--- src/rtl/ptr_lsu_pkg.sv ---
package ptr_lsu_pkg;

  typedef enum logic [1:0] {
    MODE_PLAIN   = 2'd0,
    MODE_POSTINC = 2'd1,
    MODE_PREDEC  = 2'd2,
    MODE_OFFSET  = 2'd3
  } addrMode_t;

  typedef enum logic [1:0] {
    SEL_X    = 2'd0,
    SEL_Y    = 2'd1,
    SEL_Z    = 2'd2,
    SEL_NONE = 2'd3
  } ptrSel_t;

  // strobes from control to datapath
  typedef struct packed {
    logic issue;
    logic store;
    logic writePtr;
    logic reject;
  } lsuStrobe_t;

endpackage

--- src/rtl/ptr_lsu_ctrl.sv ---
module ptr_lsu_ctrl
  import ptr_lsu_pkg::*;
(
  input  logic       clk,
  input  logic       rstN,
  input  logic       reqValid,
  input  logic       reqStore,
  input  logic [1:0] reqPtr,
  input  logic [1:0] reqMode,
  output lsuStrobe_t strb,
  output logic       busy,
  output logic       ptrWbEn,
  output logic       ldWbEn,
  output logic       errPulse
);

  logic busyR, ptrWbR, ldWbR, errR;
  logic legal, accept;

  always_comb begin
    legal = (reqPtr != SEL_NONE) &&
            !((reqMode == MODE_OFFSET) && (reqPtr == SEL_X));
    accept        = reqValid && !busyR;
    strb.issue    = accept && legal;
    strb.reject   = accept && !legal;
    strb.store    = reqStore;
    strb.writePtr = (reqMode == MODE_POSTINC) || (reqMode == MODE_PREDEC);
  end

  always_ff @(posedge clk) begin
    if (!rstN) begin
      busyR  <= 1'b0;
      ptrWbR <= 1'b0;
      ldWbR  <= 1'b0;
      errR   <= 1'b0;
    end else begin
      busyR  <= strb.issue;
      ptrWbR <= strb.issue && strb.writePtr;
      ldWbR  <= strb.issue && !strb.store;
      errR   <= strb.reject;
    end
  end

  assign busy     = busyR;
  assign ptrWbEn  = ptrWbR;
  assign ldWbEn   = ldWbR;
  assign errPulse = errR;

endmodule

--- src/rtl/ptr_lsu_dp.sv ---
module ptr_lsu_dp
  import ptr_lsu_pkg::*;
#(
  parameter int ADDR_W    = 16,
  parameter int DATA_W    = 8,
  parameter int DISP_W    = 6,
  parameter int REG_AW    = 5,
  parameter int PAIR_BASE = 26
) (
  input  logic              clk,
  input  logic              rstN,
  input  lsuStrobe_t        strb,
  input  logic [1:0]        reqPtr,
  input  logic [1:0]        reqMode,
  input  logic [DISP_W-1:0] reqDisp,
  input  logic [REG_AW-1:0] reqReg,
  input  logic [ADDR_W-1:0] ptrVal,
  input  logic [DATA_W-1:0] storeData,
  input  logic [DATA_W-1:0] memRdata,
  output logic              memEn,
  output logic              memWe,
  output logic [ADDR_W-1:0] memAddr,
  output logic [DATA_W-1:0] memWdata,
  output logic [REG_AW-1:0] ptrWbLo,
  output logic [ADDR_W-1:0] ptrWbVal,
  output logic [REG_AW-1:0] ldWbReg,
  output logic [DATA_W-1:0] ldWbData
);

  localparam logic [ADDR_W-1:0] ONE      = ADDR_W'(1);
  localparam logic [REG_AW-1:0] BASE_REG = REG_AW'(PAIR_BASE);

  logic [ADDR_W-1:0] bumped, lowered, offsetAddr, effAddr;
  logic [REG_AW-1:0] loReg;

  always_comb begin
    bumped     = ptrVal + ONE;
    lowered    = ptrVal - ONE;
    offsetAddr = ptrVal + ADDR_W'(reqDisp);
    unique case (addrMode_t'(reqMode))
      MODE_PREDEC: effAddr = lowered;
      MODE_OFFSET: effAddr = offsetAddr;
      default:     effAddr = ptrVal;
    endcase
    loReg = BASE_REG + REG_AW'({reqPtr, 1'b0});
  end

  assign memEn    = strb.issue;
  assign memWe    = strb.issue && strb.store;
  assign memAddr  = effAddr;
  assign memWdata = storeData;
  assign ldWbData = memRdata;

  always_ff @(posedge clk) begin
    if (!rstN) begin
      ptrWbLo  <= '0;
      ptrWbVal <= '0;
      ldWbReg  <= '0;
    end else if (strb.issue) begin
      ptrWbLo  <= loReg;
      ptrWbVal <= (reqMode == MODE_POSTINC) ? bumped : lowered;
      ldWbReg  <= reqReg;
    end
  end

endmodule

--- src/rtl/ptr_lsu.sv ---
module ptr_lsu
  import ptr_lsu_pkg::*;
#(
  parameter int ADDR_W    = 16,
  parameter int DATA_W    = 8,
  parameter int DISP_W    = 6,
  parameter int REG_AW    = 5,
  parameter int PAIR_BASE = 26
) (
  input  logic              clk,
  input  logic              rstN,
  input  logic              reqValid,
  input  logic              reqStore,
  input  logic [1:0]        reqPtr,
  input  logic [1:0]        reqMode,
  input  logic [DISP_W-1:0] reqDisp,
  input  logic [REG_AW-1:0] reqReg,
  input  logic [ADDR_W-1:0] ptrVal,
  input  logic [DATA_W-1:0] storeData,
  output logic              busy,
  output logic              memEn,
  output logic              memWe,
  output logic [ADDR_W-1:0] memAddr,
  output logic [DATA_W-1:0] memWdata,
  input  logic [DATA_W-1:0] memRdata,
  output logic              ptrWbEn,
  output logic [REG_AW-1:0] ptrWbLo,
  output logic [ADDR_W-1:0] ptrWbVal,
  output logic              ldWbEn,
  output logic [REG_AW-1:0] ldWbReg,
  output logic [DATA_W-1:0] ldWbData,
  output logic              errPulse
);

  lsuStrobe_t strb;

  ptr_lsu_ctrl u_ctrl (
    .clk(clk), .rstN(rstN), .reqValid(reqValid), .reqStore(reqStore),
    .reqPtr(reqPtr), .reqMode(reqMode), .strb(strb), .busy(busy),
    .ptrWbEn(ptrWbEn), .ldWbEn(ldWbEn), .errPulse(errPulse)
  );

  ptr_lsu_dp #(
    .ADDR_W(ADDR_W), .DATA_W(DATA_W), .DISP_W(DISP_W),
    .REG_AW(REG_AW), .PAIR_BASE(PAIR_BASE)
  ) u_dp (
    .clk(clk), .rstN(rstN), .strb(strb), .reqPtr(reqPtr), .reqMode(reqMode),
    .reqDisp(reqDisp), .reqReg(reqReg), .ptrVal(ptrVal), .storeData(storeData),
    .memRdata(memRdata), .memEn(memEn), .memWe(memWe), .memAddr(memAddr),
    .memWdata(memWdata), .ptrWbLo(ptrWbLo), .ptrWbVal(ptrWbVal),
    .ldWbReg(ldWbReg), .ldWbData(ldWbData)
  );

endmodule

--- config.mk ---
export PLATFORM = sky130hd
export DESIGN_NAME = ptr_lsu
export DESIGN_NICKNAME = d
export VERILOG_FILES = /design/src/rtl/ptr_lsu_pkg.sv /design/src/rtl/ptr_lsu_ctrl.sv /design/src/rtl/ptr_lsu_dp.sv /design/src/rtl/ptr_lsu.sv
export SDC_FILE = /design/constraint.sdc
export NUM_CORES = 1
export LEC_CHECK = 0
export BUFFER_PORTS_ARGS = -buffer_cell sky130_fd_sc_hd__buf_2
export CAP_MARGIN = 20
export CELL_PAD_IN_SITES_DETAIL_PLACEMENT = 0
export CELL_PAD_IN_SITES_GLOBAL_PLACEMENT = 1
export CORE_MARGIN = 5
export CORE_UTILIZATION = 26
export CTS_BUF_LIST = sky130_fd_sc_hd__clkbuf_16
export DETAILED_ROUTE_END_ITERATION = 7
export GPL_TIMING_DRIVEN = 0
export PLACE_DENSITY = 0.73
export RECOVER_POWER = 100
export SETUP_SLACK_MARGIN = 0.4
export SLEW_MARGIN = 20
export SYNTH_ARGS = -nofsm -noshare
export SYNTH_HDL_FRONTEND = slang
export SYNTH_SLANG_ARGS = --single-unit
--- constraint.sdc ---
create_clock -name clk -period 1.83 [get_ports clk]
set_input_delay 0.0915 -clock clk [delete_from_list [all_inputs] [get_ports clk]]
set_output_delay 0.0915 -clock clk [all_outputs]
set_load 0.02 [all_outputs]
# [Word-level counts from Yosys, hierarchy flattened]
# Cells that the tools add are included.
[op_classes] n_mux=2 add_sub_neg=4 eq_ne=4 n_reduce_logical=14
[ops] op="one-hot mux 16 bit (2 select lines)" n=1
[ops] op="adder 16 x 1 -> 16 bit, second input constant" n=1
[ops] op="adder 16 x 6 -> 16 bit" n=1
[ops] op="two-way mux 16 bit" n=1
[ops] op="subtractor 16 x 1 -> 16 bit, second input constant" n=1
[ops] op="logical AND 1 bit" n=8
[ops] op="adder 4 x 4 -> 5 bit, first input constant" n=1
[ops] op="equality test 2 bit, second input constant" n=2
[ops] op="zero test 1 bit" n=4
[ops] op="equality test 2 x 1 -> 1 bit, second input constant" n=1
[ops] op="zero test 2 bit" n=1
[ops] op="inequality test 2 bit, second input constant" n=1
[ops] op="logical OR 1 bit" n=1
[word_totals] word_cells=31 register_bits=30 output_inout_bits=64 input_bits=51

# [Depth between registers and ports, before layout]
# Gate-level depths: netlist of the first run.
[logic_depth] word_depth=6 mapped_depth=8

# [Cells and area by module]
# From an unflattened synthesis of the first run, not the netlist that was laid out.
[hier_totals] cells_unflattened=325 hier_area_um2=2560.0
[by_module_without_submodules] mod="ptr_lsu_dp" n_inst=1 cells_per_inst=307 area_each_um2=2384.8
[by_module_without_submodules] mod="ptr_lsu_ctrl" n_inst=1 cells_per_inst=18 area_each_um2=175.2

# [Least setup slack after synthesis of the first run]
# Ideal clock, no wire load.
[synth_path] path_type="in2out" start="input port reqDisp[0]" end="output port memAddr[6]" n_path_buf=0 t_arrival_ns=1.908 required_ns=1.738 cell_stages=8 setup_slack_ns=-0.170 cell_sequence="ha_1 -> inv_1 -> fa_1 -> nand2b_1 -> a21oi_1 -> o21a_1 -> nor3_1 -> o31ai_1"
[synth_between] elab_chain_cells=2
[synth_rtl] item="from (decl)" line="ptr_lsu.sv:16" source="input logic [DISP_W-1:0] reqDisp,"
[synth_rtl] item="adder 16 x 6 -> 16 bit" line="ptr_lsu_dp.sv:39" source="offsetAddr = ptrVal + ADDR_W'(reqDisp);"
[synth_rtl] item="one-hot mux 16 bit (2 select lines)" line="ptr_lsu_dp.sv:40" source="unique case (addrMode_t'(reqMode))"
[synth_rtl] item="to (decl)" line="ptr_lsu.sv:23" source="output logic [ADDR_W-1:0] memAddr,"
# No other way between the ends.

# [Worst setup path in the final report of the first run]
[layout_path] start="input port ptrVal[0]" end="output port memAddr[14]"
[layout_between] elab_chain_cells=2
[layout_rtl] item="from (decl)" line="ptr_lsu.sv:18" source="input logic [ADDR_W-1:0] ptrVal,"
[layout_rtl] item="adder 16 x 6 -> 16 bit or subtractor 16 x 1 -> 16 bit (tied branches)" line="ptr_lsu_dp.sv:39, ptr_lsu_dp.sv:38"
[layout_rtl] item="one-hot mux 16 bit (2 select lines) *" line="ptr_lsu_dp.sv:40"
# Every way passes the cells marked *; elsewhere a longest branch is shown, timed or not.

==> results of run 1 <==
-- metal layers --
metal | routed length [um] | GRT usage, %
met5 | 0 | 0
met4 | 127 | 3.00
met3 | 650 | 2.78
met2 | 4490 | 24.3
met1 | 4280 | 18.4
-- state kept, by name (all words and copies together), names as in the netlist --
signal           count
u_ctrl.busy          1
u_ctrl.ldWbEn        1
u_dp.ldWbReg         5
u_dp.ptrWbLo         3
u_dp.ptrWbVal       16
u_ctrl.errPulse      1
u_ctrl.ptrWbEn       1
-- cell type report --
type                            instances  area, um2
Timing Repair Buffer                  131        840
Sequential cell                        28        561
Tap cell                              136        170
Multi-Input combinational cell        260       2200
Fill cell                            1048       5900
Buffer                                 43        325
Clock buffer                            3       75.1
Inverter                               13       58.8
-- path summary, 6_finish.rpt --
check / start / to / slack, ns / cells after the start
setup / recovery: ptrVal[0] / memAddr[14] / -0.02 / 9
hold / removal: reqStore / u_ctrl.ldWbEn$_SDFF_PN0_ / 0.01 / 2
setup reg to reg: u_ctrl.busy$_SDFF_PN0_ / u_dp.ptrWbVal[12]$_SDFFE_PN0P_ / 0.38 / 7
hold reg to reg: u_ctrl.busy$_SDFF_PN0_ / u_ctrl.errPulse$_SDFF_PN0_ / 0.44 / 1
-- critical path, stage by stage --
cell and delay, ns:
buf_8 0.11, buf_8 0.12, inv_4 0.04, ha_4 0.12, or4b_4 0.49, and3b_2 0.30, a31oi_1 0.11, a32oi_2 0.21
buf_4 0.17
-- stage by stage --
step / hold slack (ns) / area [um2] / setup WS [ns]
finish: 0.0113 / 4230 / -0.0247
global route: 0.00554 / 4230 / -0.113
CTS: 0.00442 / 4150 / -0.0109
detailed placement: 0.278 / 3450 / -0.307
global placement: 0.269 / 3450 / -0.316
floorplan: 0.164 / 2820 / 0.191
-- where the power goes --
part,switching (mW),leakage (nW),internal (mW),total [mW]
clock network,0.188,0.0370,0.289,0.477
logic,0.575,1.39,0.441,1.02
registers,0.0215,0.230,0.649,0.671
total,0.784,1.66,1.38,2.16
-- placed cells by master (no fill, tap or decap), drive strengths merged, types with 3 or more instances in the layout --
cell type  count
nand2b         3
nand4         10
and2           5
xnor2         21
o221ai         5
nor3          13
o21ai         23
buf          107
xor2           9
nand3b         3
o211ai         5
dfxtp         28
a32oi          3
clkbuf        70
nand2         42
o21a           5
a221o          3
a22oi          5
ha            13
nand3         17
o32ai          4
a21oi          8
inv           12
nor4           4
a21boi         8
nor2          20
-- cells by family after synthesis --
group | synth area share [%]
simple gates | 26.2
compound gates | 23.0
buf+inv | 12.2
fa+ha+maj | 6.86
mux | 0.752
other cells | 0.141
flops | 21.0
xor+xnor | 9.86
-- timing repair --
action                                 in CTS  in global routing
resized for setup                          96                 35
pin swaps                                  35                 26
setup endpoints to repair                  43                 30
setup buffers                              28                 11
endpoints found under the hold margin       0                  0
==> impl_results.md, run 1 <==
- Status: complete, but fails checks
- Failing checks: setup timing
- Post-synth cell types: 63
- FP Rows: 37
- Die width: between 100 and 150 um
- CTS H-tree lvls: 1
- Post-synth top cells: nand2_1, dfxtp_1, buf_4
- CTS max path bufs: 2
- TritonCTS buffer count: 3
- Clk_lat worst skew: around 0.26 ns
- Final Slew Violations: 0
- Via count: 3000
- Minimum clock period after layout: about 1.9 ns
- IO Pins: 115
- Design Power: around 2.2 mW
- Worst setup margin: -0.0247 ns
- Worst Max-Slew Pin Slew: between 0.5 and 0.6 ns
- 1st-iter DRT viols: between 150 and 200
- Critical path peak fanout: 4
- Crit path launch type: input port
- Critical path required time: roughly 1.7 ns
- Synth area leader: dfxtp_1
- Final net count: 545
- Synth Register Bits: 28
- Largest net degree at the start of global routing: 15
- First-pass GRT wire length: between 10 and 15 mm
- Vias in the first global route: about 3000
- Share of the synthesized area in the top cell type: between 20% and 30%
- Non-Filler Instances: 614
- Drt wl/cell: roughly 16 um
- RSZ-0062 raised after global routing: yes
- Synth area leaders: dfxtp_1, xnor2_1, buf_4
- Mapped Cells: around 340
- CTS Sinks: 28
- Fin. Hold Viols: 0
- Register area share after synthesis: 21.0%
- Port Buf Inserts: 92
- CP Class: input port to output pin
- Power per cell area: between 500 and 600 mW/mm2
- Max-cap viol count: 0
- Total wire length: 9.56 mm
- Synth async-reset ratio: 0%
- Initial core utilization: around a quarter
- ANT cells: 0
- Top-count cell post-synth: nand2_1
- Congestion Overflow GR: 0
- Slew HR: about three fifths
- First-pass detailed-route iteration total: 4
- Peak VDD IR: ~0.30 mV
- Clock skew: about 0.0039 ns
- Post-route setup TNS: -0.0260 ns
- Syn. warnings: 0
- Area Overhead vs Synth: 58.9%
- Syn Std Cell Area: about 0.0027 mm2
- # setup viols final: 2
- Die Y: between 100 and 150 um
- CTS tree: done
- Initial antenna violation count: 0
- Gr usage total: around 14%
- Share of post-route cells with drive strength above 1: around 40%
- ANT nets after route: 0
- CP Capture Type: output pin
- Residual DRC: 0
- Clock transition at the registers of the reported paths: roughly 0.060 ns
- P_leak: roughly 1.7 nW
- Final Wtd Congestion: between 0.8 and 0.9
- Syn_area_per_cell: between 7 and 8 um2
- Share of the core filled with cells: between 40% and 50%
- Predominant post-synthesis flop cell: dfxtp_1
- Die ar.: 0.0124 mm2
- Worst hold-check path type: input port to flop
- Worst path arrival time: about 1.8 ns
- Core Area: 0.0101 mm2
- Via/cell ratio: slightly below 5
- Post-synth EDFFs: 0
- Synth Net Count: roughly 400
- Placed Cells: approximately 570
- Root Driver: clkbuf_16
- Hold buffers post-CTS: 0
- Post-DP HPWL: 7.04 mm
- FMAX: 539 MHz
- Fin crit share: 101%
Power figures use the tool's default switching activity.
==> run 2, diff against run 1 <==
--- a/config.mk
+++ b/config.mk
@@ -10,11 +10,11 @@
 export CELL_PAD_IN_SITES_DETAIL_PLACEMENT = 0
 export CELL_PAD_IN_SITES_GLOBAL_PLACEMENT = 1
 export CORE_MARGIN = 5
-export CORE_UTILIZATION = 26
+export CORE_UTILIZATION = 31
 export CTS_BUF_LIST = sky130_fd_sc_hd__clkbuf_16
 export DETAILED_ROUTE_END_ITERATION = 7
 export GPL_TIMING_DRIVEN = 0
-export PLACE_DENSITY = 0.73
+export PLACE_DENSITY = 0.83
 export RECOVER_POWER = 100
 export SETUP_SLACK_MARGIN = 0.4
 export SLEW_MARGIN = 20
==> impl_results.md, run 2 (synthesis results as in run 1) <==
- P_leak: 1.61 nW (-3.3%)
- Share of post-route cells with drive strength above 1: 37.3% (-2.9 points)
- Hold buffers post-CTS: 0 (unchanged)
- Delay-heaviest family, CP: compound AO/OA/AOI/OAI gates
- Clk_lat worst skew: 0.25 ns (about the same)
- Via/cell ratio: 5.16 (+5.7%)
- First-pass GRT wire length: 14.0 mm (-6.7%)
- Congestion Overflow GR: 0 (unchanged)
- ANT cells: 0 (unchanged)
- Vias in the first global route: 2786 (-7.7%)
- Total wire length: 9.27 mm (-3.0%)
- Failing checks: setup timing
- CP Capture Type: output pin
- Worst Hold End: u_ctrl.ldWbEn$_SDFF_PN0_
- Crit path launch type: input port
- FMAX: 529 MHz (-1.8%)
- CTS Sinks: 28 (unchanged)
- Commonest non-fill, non-tap cells in the layout: clkbuf_1, buf_4, nand2_1
- Largest register FFs: 16 (unchanged)
- Final Wtd Congestion: 0.834 (+1.1%)
- Die Y: 103 um (-7.7%)
- RSZ-0062 raised after global routing: yes
- Power per cell area: 519 mW/mm2 (+1.6%)
- Drt wl/cell: 16.0 um (+2.6%)
- Switching Fraction: 36.1% (-0.18 points)
- Port Buf Inserts: 92 (unchanged)
- CTS max path bufs: 2 (unchanged)
- Gate power share: 45.9% (-1.1 points)
- Clock transition at the registers of the reported paths: 0.06 ns (about the same)
- Psw: 763 uW (-2.7%)
- Fin crit share: 103% (+1.9 points)
- Final Slew Violations: 0 (unchanged)
- Core Area: 0.00830 mm2 (-18%)
- Area Overhead vs Synth: 52.9%
- Status: complete, but fails checks
- First-pass detailed-route iteration total: 4 (unchanged)
- CTS tree: done
- Worst hold-check path type: input port to flop
- FP Rows: 33 (-11%)
- Via count: 2995 (-0.17%)
- Fin. Hold Viols: 0 (unchanged)
- Residual DRC: 0 (unchanged)
- Minimum clock period after layout: 1.89 ns (+0.0341 ns)
- Root Driver: clkbuf_16
- Largest net degree at the start of global routing: 15 (unchanged)
- Worst path arrival time: 1.80 ns (+0.04 ns)
- Worst setup margin: -0.0588 ns (-0.0341 ns)
- Clock skew: 0.00223 ns (-0.00171 ns)
- Routed length on met2: 4.47 mm (-0.51%)
- Biggest register: u_dp.ptrWbVal
- Flop-to-flop setup slack: 0.17 ns (-0.21 ns)
- R2R depth: 6 (-1)
- CTS H-tree lvls: 1 (unchanged)
- Clock power frac: 22.4% (+0.4 points)
- Met1 wire length: 4.07 mm (-4.9%)
- RR Startpoint: u_ctrl.busy$_SDFF_PN0_
- ANT nets after route: 0 (unchanged)
- Crit Reg-Reg Endpoint: u_dp.ptrWbVal[10]$_SDFFE_PN0P_
- Critical path required time: 1.74 ns (about the same)
- # setup viols final: 2 (unchanged)
- Max-cap viol count: 0 (unchanged)
- Final net count: 542 (-0.55%)
- Design Power: 2.12 mW (-2.2%)
- Total length of routed met3 wires: 680 um (+4.6%)
- Initial core utilization: 32.1% (+5.8 points)
- WP buf/inv: 2 (-2)
- Flop pwr share: 31.7% (+0.7 points)
- Initial antenna violation count: 0 (unchanged)
- Slowest stage delay, CP: 0.39 ns (-0.10 ns)
- Crit path cell chain: buf_2 > ha_4 > o21a_1 > o21ai_2 > nor3_2 > xor2_1 > a221o_1 > buf_6
- IO Pins: 115 (unchanged)
- Die ar.: 0.0105 mm2 (-15%)
- Largest regs: u_dp.ptrWbVal x16, u_dp.ldWbReg x5, u_dp.ptrWbLo x3
- TritonCTS buffer count: 3 (unchanged)
- Commonest non-fill, non-tap cell in the layout: clkbuf_1
- CP Class: input port to output pin
- Critical path peak fanout: 5 (+1)
- Top layer in use: met4
- Hold depth: 2 (unchanged)
- Share of the core filled with cells: 49.1% (+7.3 points)
- Peak VDD IR: 0.319 mV (+7.1%)
- Min-delay src: reqStore
- Die width: 103 um (-7.7%)
- Slowest cell on crit path: o21ai_2
- Cell-internal power: 1.35 mW (-2.0%)
- Post-DP HPWL: 6.82 mm (-3.0%)
- 1st-iter DRT viols: 214 (+24%)
- Gr usage total: 16.1% (+1.9 points)
run 2: changes by cell type in the layout (fill, tap and decap cells not counted), sizes merged:
cell,change
buf,-3
clkinv,+1
inv,-1
run 2: worst register-to-register path: stages, from the launching register on:
cell      delay (ns)
dfxtp_1         0.32
nand3b_1        0.20
inv_1           0.10
clkbuf_1        0.24
clkbuf_1        0.39
nand3_1         0.14
o211ai_1        0.19
run 2: timing repair:
item / in CTS / in global routing
resized for setup: 55 / 60
endpoints found under the hold margin: 0 / 0
buffers inserted: 18 / 18
pin swaps: 18 / 25
setup endpoints to repair: 44 / 31
run 2: area by class of cell:
class	instances	area (um2)
Inverter	13	60.1
Sequential cell	28	561
Multi-Input combinational cell	260	2150
Clock buffer	3	75.1
Fill cell	828	4230
Tap cell	105	131
Buffer	43	324
Timing Repair Buffer	128	774
run 2: power groups by stage:
| stage | clock network (mW) | logic [mW] | registers [mW] |
|---|---|---|---|
| 3_5_place_dp | 0 | 0.809 | 0.683 |
| 2_1_floorplan | 0 | 0.513 | 0.729 |
| 3_3_place_gp | 0 | 0.797 | 0.681 |
| 4_1_cts | 0.489 | 0.908 | 0.669 |
| 5_1_grt | 0.513 | 1.05 | 0.673 |
| 6_report | 0.475 | 0.970 | 0.670 |
run 2: worst max path at each step:
stage	endpoint	slack, ns	from	cells past startpoint
final	memAddr[9]	-0.06	reqDisp[4]	8
after global routing	memAddr[14]	-0.12	ptrVal[0]	10
after detailed placement	memAddr[9]	-0.27	ptrVal[1]	8
after floorplan	memAddr[14]	0.19	reqDisp[0]	8
after global placement	memAddr[9]	-0.29	ptrVal[1]	8
after CTS	memAddr[14]	0.002	ptrVal[0]	10
run 2: metrics by stage:
stage	setup TNS, ns	setup WS [ns]	cell area, um2	instances	hold slack [ns]
floorplan	0	0.191	2820	344	0.164
global placement	-2.71	-0.290	3410	541	0.274
detailed placement	-3.29	-0.273	3410	541	0.276
CTS	0	0.00211	3820	562	0.00308
global route	-0.688	-0.115	4070	580	-0.00196
finish	-0.0904	-0.0588	4070	580	0.00190
run 2: metal layers:
layer | vias up | GRT usage (%)
met4 | 0 | 3.33
met2 | 116 | 25.4
met3 | 4 | 1.69
met5 | - | 0
met1 | 1386 | 23.6
li1 | 1489 | -
==> run 3, diff against run 2 <==
--- a/config.mk
+++ b/config.mk
@@ -5,16 +5,16 @@
 export SDC_FILE = /design/constraint.sdc
 export NUM_CORES = 1
 export LEC_CHECK = 0
-export BUFFER_PORTS_ARGS = -buffer_cell sky130_fd_sc_hd__buf_2
 export CAP_MARGIN = 20
 export CELL_PAD_IN_SITES_DETAIL_PLACEMENT = 0
 export CELL_PAD_IN_SITES_GLOBAL_PLACEMENT = 1
 export CORE_MARGIN = 5
-export CORE_UTILIZATION = 31
+export CORE_UTILIZATION = 41
 export CTS_BUF_LIST = sky130_fd_sc_hd__clkbuf_16
 export DETAILED_ROUTE_END_ITERATION = 7
+export DONT_BUFFER_PORTS = 1
 export GPL_TIMING_DRIVEN = 0
-export PLACE_DENSITY = 0.83
+export PLACE_DENSITY = 0.82
 export RECOVER_POWER = 100
 export SETUP_SLACK_MARGIN = 0.4
 export SLEW_MARGIN = 20
==> impl_results.md, run 3 (synthesis results as in run 1) <==
- CTS max path bufs: 2 (unchanged)
- Min-delay src: reqMode[1]
- Drt wl/cell: 19.2 um (+20%)
- CP Class: input port to output pin
- CTS Sinks: 28 (unchanged)
- RR Startpoint: u_ctrl.busy$_SDFF_PN0_
- Final net count: 455 (-16%)
- ANT nets after route: 0 (unchanged)
- Power per cell area: 561 mW/mm2 (+8.1%)
- Status: finished, final reports clean
- Fin. Hold Viols: 0 (unchanged)
- Initial antenna violation count: 0 (unchanged)
- Largest regs: u_dp.ptrWbVal x16, u_dp.ldWbReg x5, u_dp.ptrWbLo x3
- Clock transition at the registers of the reported paths: 0.06 ns (about the same)
- # setup viols final: 0 (-2)
- CP Capture Type: output pin
- Worst hold-check path type: input port to flop
- Minimum clock period after layout: 1.74 ns (-0.144 ns)
- Worst path arrival time: 1.65 ns (-0.15 ns)
- Initial core utilization: 42.0% (+9.9 points)
- Area Overhead vs Synth: 34.3%
- P_leak: 1.28 nW (-20%)
- Hold depth: 2 (unchanged)
- Slew HR: between 50% and 60%
- 1st-iter DRT viols: 180 (-16%)
- Fillers: 578 (-30%)
- Post-route cell area: 0.00358 mm2 (-12%)
- Worst Hold End: u_ctrl.ptrWbEn$_SDFF_PN0_
- Commonest non-fill, non-tap cell in the layout: nand2_1
- Fin crit share: 95.3% (-7.9 points)
- Die Y: 90.6 um (-12%)
- Cell-internal power: 1.28 mW (-5.0%)
- Commonest non-fill, non-tap cells in the layout: nand2_1, dfxtp_1, buf_4, clkbuf_1, xnor2_1
- Final Slew Violations: 0 (unchanged)
- Core Area: 0.00635 mm2 (-23%)
- RSZ-0062 raised after global routing: yes
- Flop-to-flop setup slack: 0.17 ns (about the same)
- Clk_lat worst skew: 0.26 ns (about the same)
- CTS tree: done
- Critical path peak fanout: 9 (+4)
- Max-cap viol count: 0 (unchanged)
- Largest net degree at the start of global routing: 15 (unchanged)
- ANT cells: 0 (unchanged)
- Critical path origin: ptrVal[0]
- Post-DP HPWL: 6.24 mm (-8.6%)
- Switching Fraction: 36.1% (about the same)
- R2R depth: 6 (unchanged)
- Die width: 90.6 um (-12%)
- TritonCTS buffer count: 3 (unchanged)
- Largest register FFs: 16 (unchanged)
- Gate power share: 40.2% (-5.7 points)
- Crit path launch type: input port
- Total wire length: 8.92 mm (-3.7%)
- Vias in the first global route: 2722 (-2.3%)
- Port Buf Inserts: 0 (-100%)
- Final Wtd Congestion: 0.835 (about the same)
- Biggest register: u_dp.ptrWbVal
- Placed Area: 0.00292 mm2 (-15%)
- Critical path required time: 1.74 ns (about the same)
- Psw: 725 uW (-5.0%)
- Flop pwr share: 36.1% (+4.4 points)
- First-pass detailed-route iteration total: 5 (+1)
- CTS H-tree lvls: 1 (unchanged)
- Clock power frac: 23.7% (+1.3 points)
- Via count: 2763 (-7.7%)
- Die ar.: 0.00821 mm2 (-22%)
- Peak VDD IR: 0.573 mV (+79%)
- Via/cell ratio: 5.94 (+15%)
- First-pass GRT wire length: 13.9 mm (-0.19%)
- IO Pins: 115 (unchanged)
- Gr usage total: 20.0% (+3.9 points)
- FP Rows: 29 (-12%)
- Root Driver: clkbuf_16
- Worst Max-Slew Pin Slew: between 0.6 and 0.7 ns
- Residual DRC: 0 (unchanged)
- FMAX: 573 MHz (+8.3%)
- Clock skew: 0.00206 ns (-0.000168 ns)
- Congestion Overflow GR: 0 (unchanged)
- Share of post-route cells with drive strength above 1: 30.7% (-6.6 points)
- Final hold slack: 0.0141 ns (+0.0122 ns)
- Crit Reg-Reg Endpoint: u_dp.ptrWbVal[6]$_SDFFE_PN0P_
run 3: cell count changes in the layout (fill, tap and decap cells not counted), sizes merged:
cell	before	now
buf	104	42
clkbuf	70	38
clkinvlp	0	1
dlygate4sd3	0	7
inv	11	10
run 3: what timing repair did:
item / CTS / global route
hold buffers: 6 / 1
hold endpoints to repair: 6 / 1
setup endpoints to repair: 43 / 30
cloned: 1 / 1
buffers inserted: 21 / 11
pin swaps: 28 / 24
gates resized for setup: 43 / 43
run 3: critical path: stages:
cell and delay [ns]:
buf_8 0.12, inv_4 0.05, ha_4 0.12, or4b_4 0.48, buf_6 0.14, nor2_4 0.11, xor2_1 0.28, a22oi_2 0.13
o31ai_4 0.12
run 3: power by group through the flow:
stage | logic [mW] | clock network [mW] | registers [mW]
floorplan | 0.513 | 0 | 0.729
global placement | 0.608 | 0 | 0.738
detailed placement | 0.616 | 0 | 0.740
CTS | 0.760 | 0.479 | 0.725
global route | 0.863 | 0.506 | 0.729
finish | 0.809 | 0.475 | 0.725
run 3: per-stage QoR:
stage	power (mW)	instances	worst slack (ns)	TNS, ns	utilization [%]
2_1_floorplan	1.24	344	0.191	0	-
3_3_place_gp	1.35	421	-0.0634	-0.109	45.9
4_1_cts	1.96	452	0.134	0	54.9
3_5_place_dp	1.36	421	-0.0260	-0.0317	45.9
6_report	2.01	465	0.0855	0	56.4
5_1_grt	2.10	465	0.0274	0	56.4
run 3: worst max-delay path by stage:
stage                             end  slack [ns]  cells past startpoint
after floorplan           memAddr[14]        0.19                      8
after global placement     memAddr[1]       -0.06                      5
after detailed placement   memAddr[9]       -0.03                      6
after CTS                 memAddr[14]        0.13                      8
after global routing       memAddr[5]        0.03                     10
final                      memAddr[6]        0.09                      9
run 3: cell type report:
cell class | count | area (um2) | area share (%)
Buffer | 43 | 262 | 7.31
Clock buffer | 3 | 75.1 | 2.10
Inverter | 13 | 60.1 | 1.68
Multi-Input combinational cell | 260 | 2150 | 60.0
Sequential cell | 28 | 561 | 15.7
Tap cell | 77 | 96.3 | 2.69
Timing Repair Buffer | 41 | 377 | 10.5
run 3: layer usage:
metal / GRT usage (%) / up-vias / part of all wire [%]
li1: - / 1307 / -
met1: 24.5 / 1301 / 40
met2: 33.8 / 143 / 49
met3: 6.00 / 12 / 9.9
met4: 5.21 / 0 / 1.4
met5: 0 / - / 0
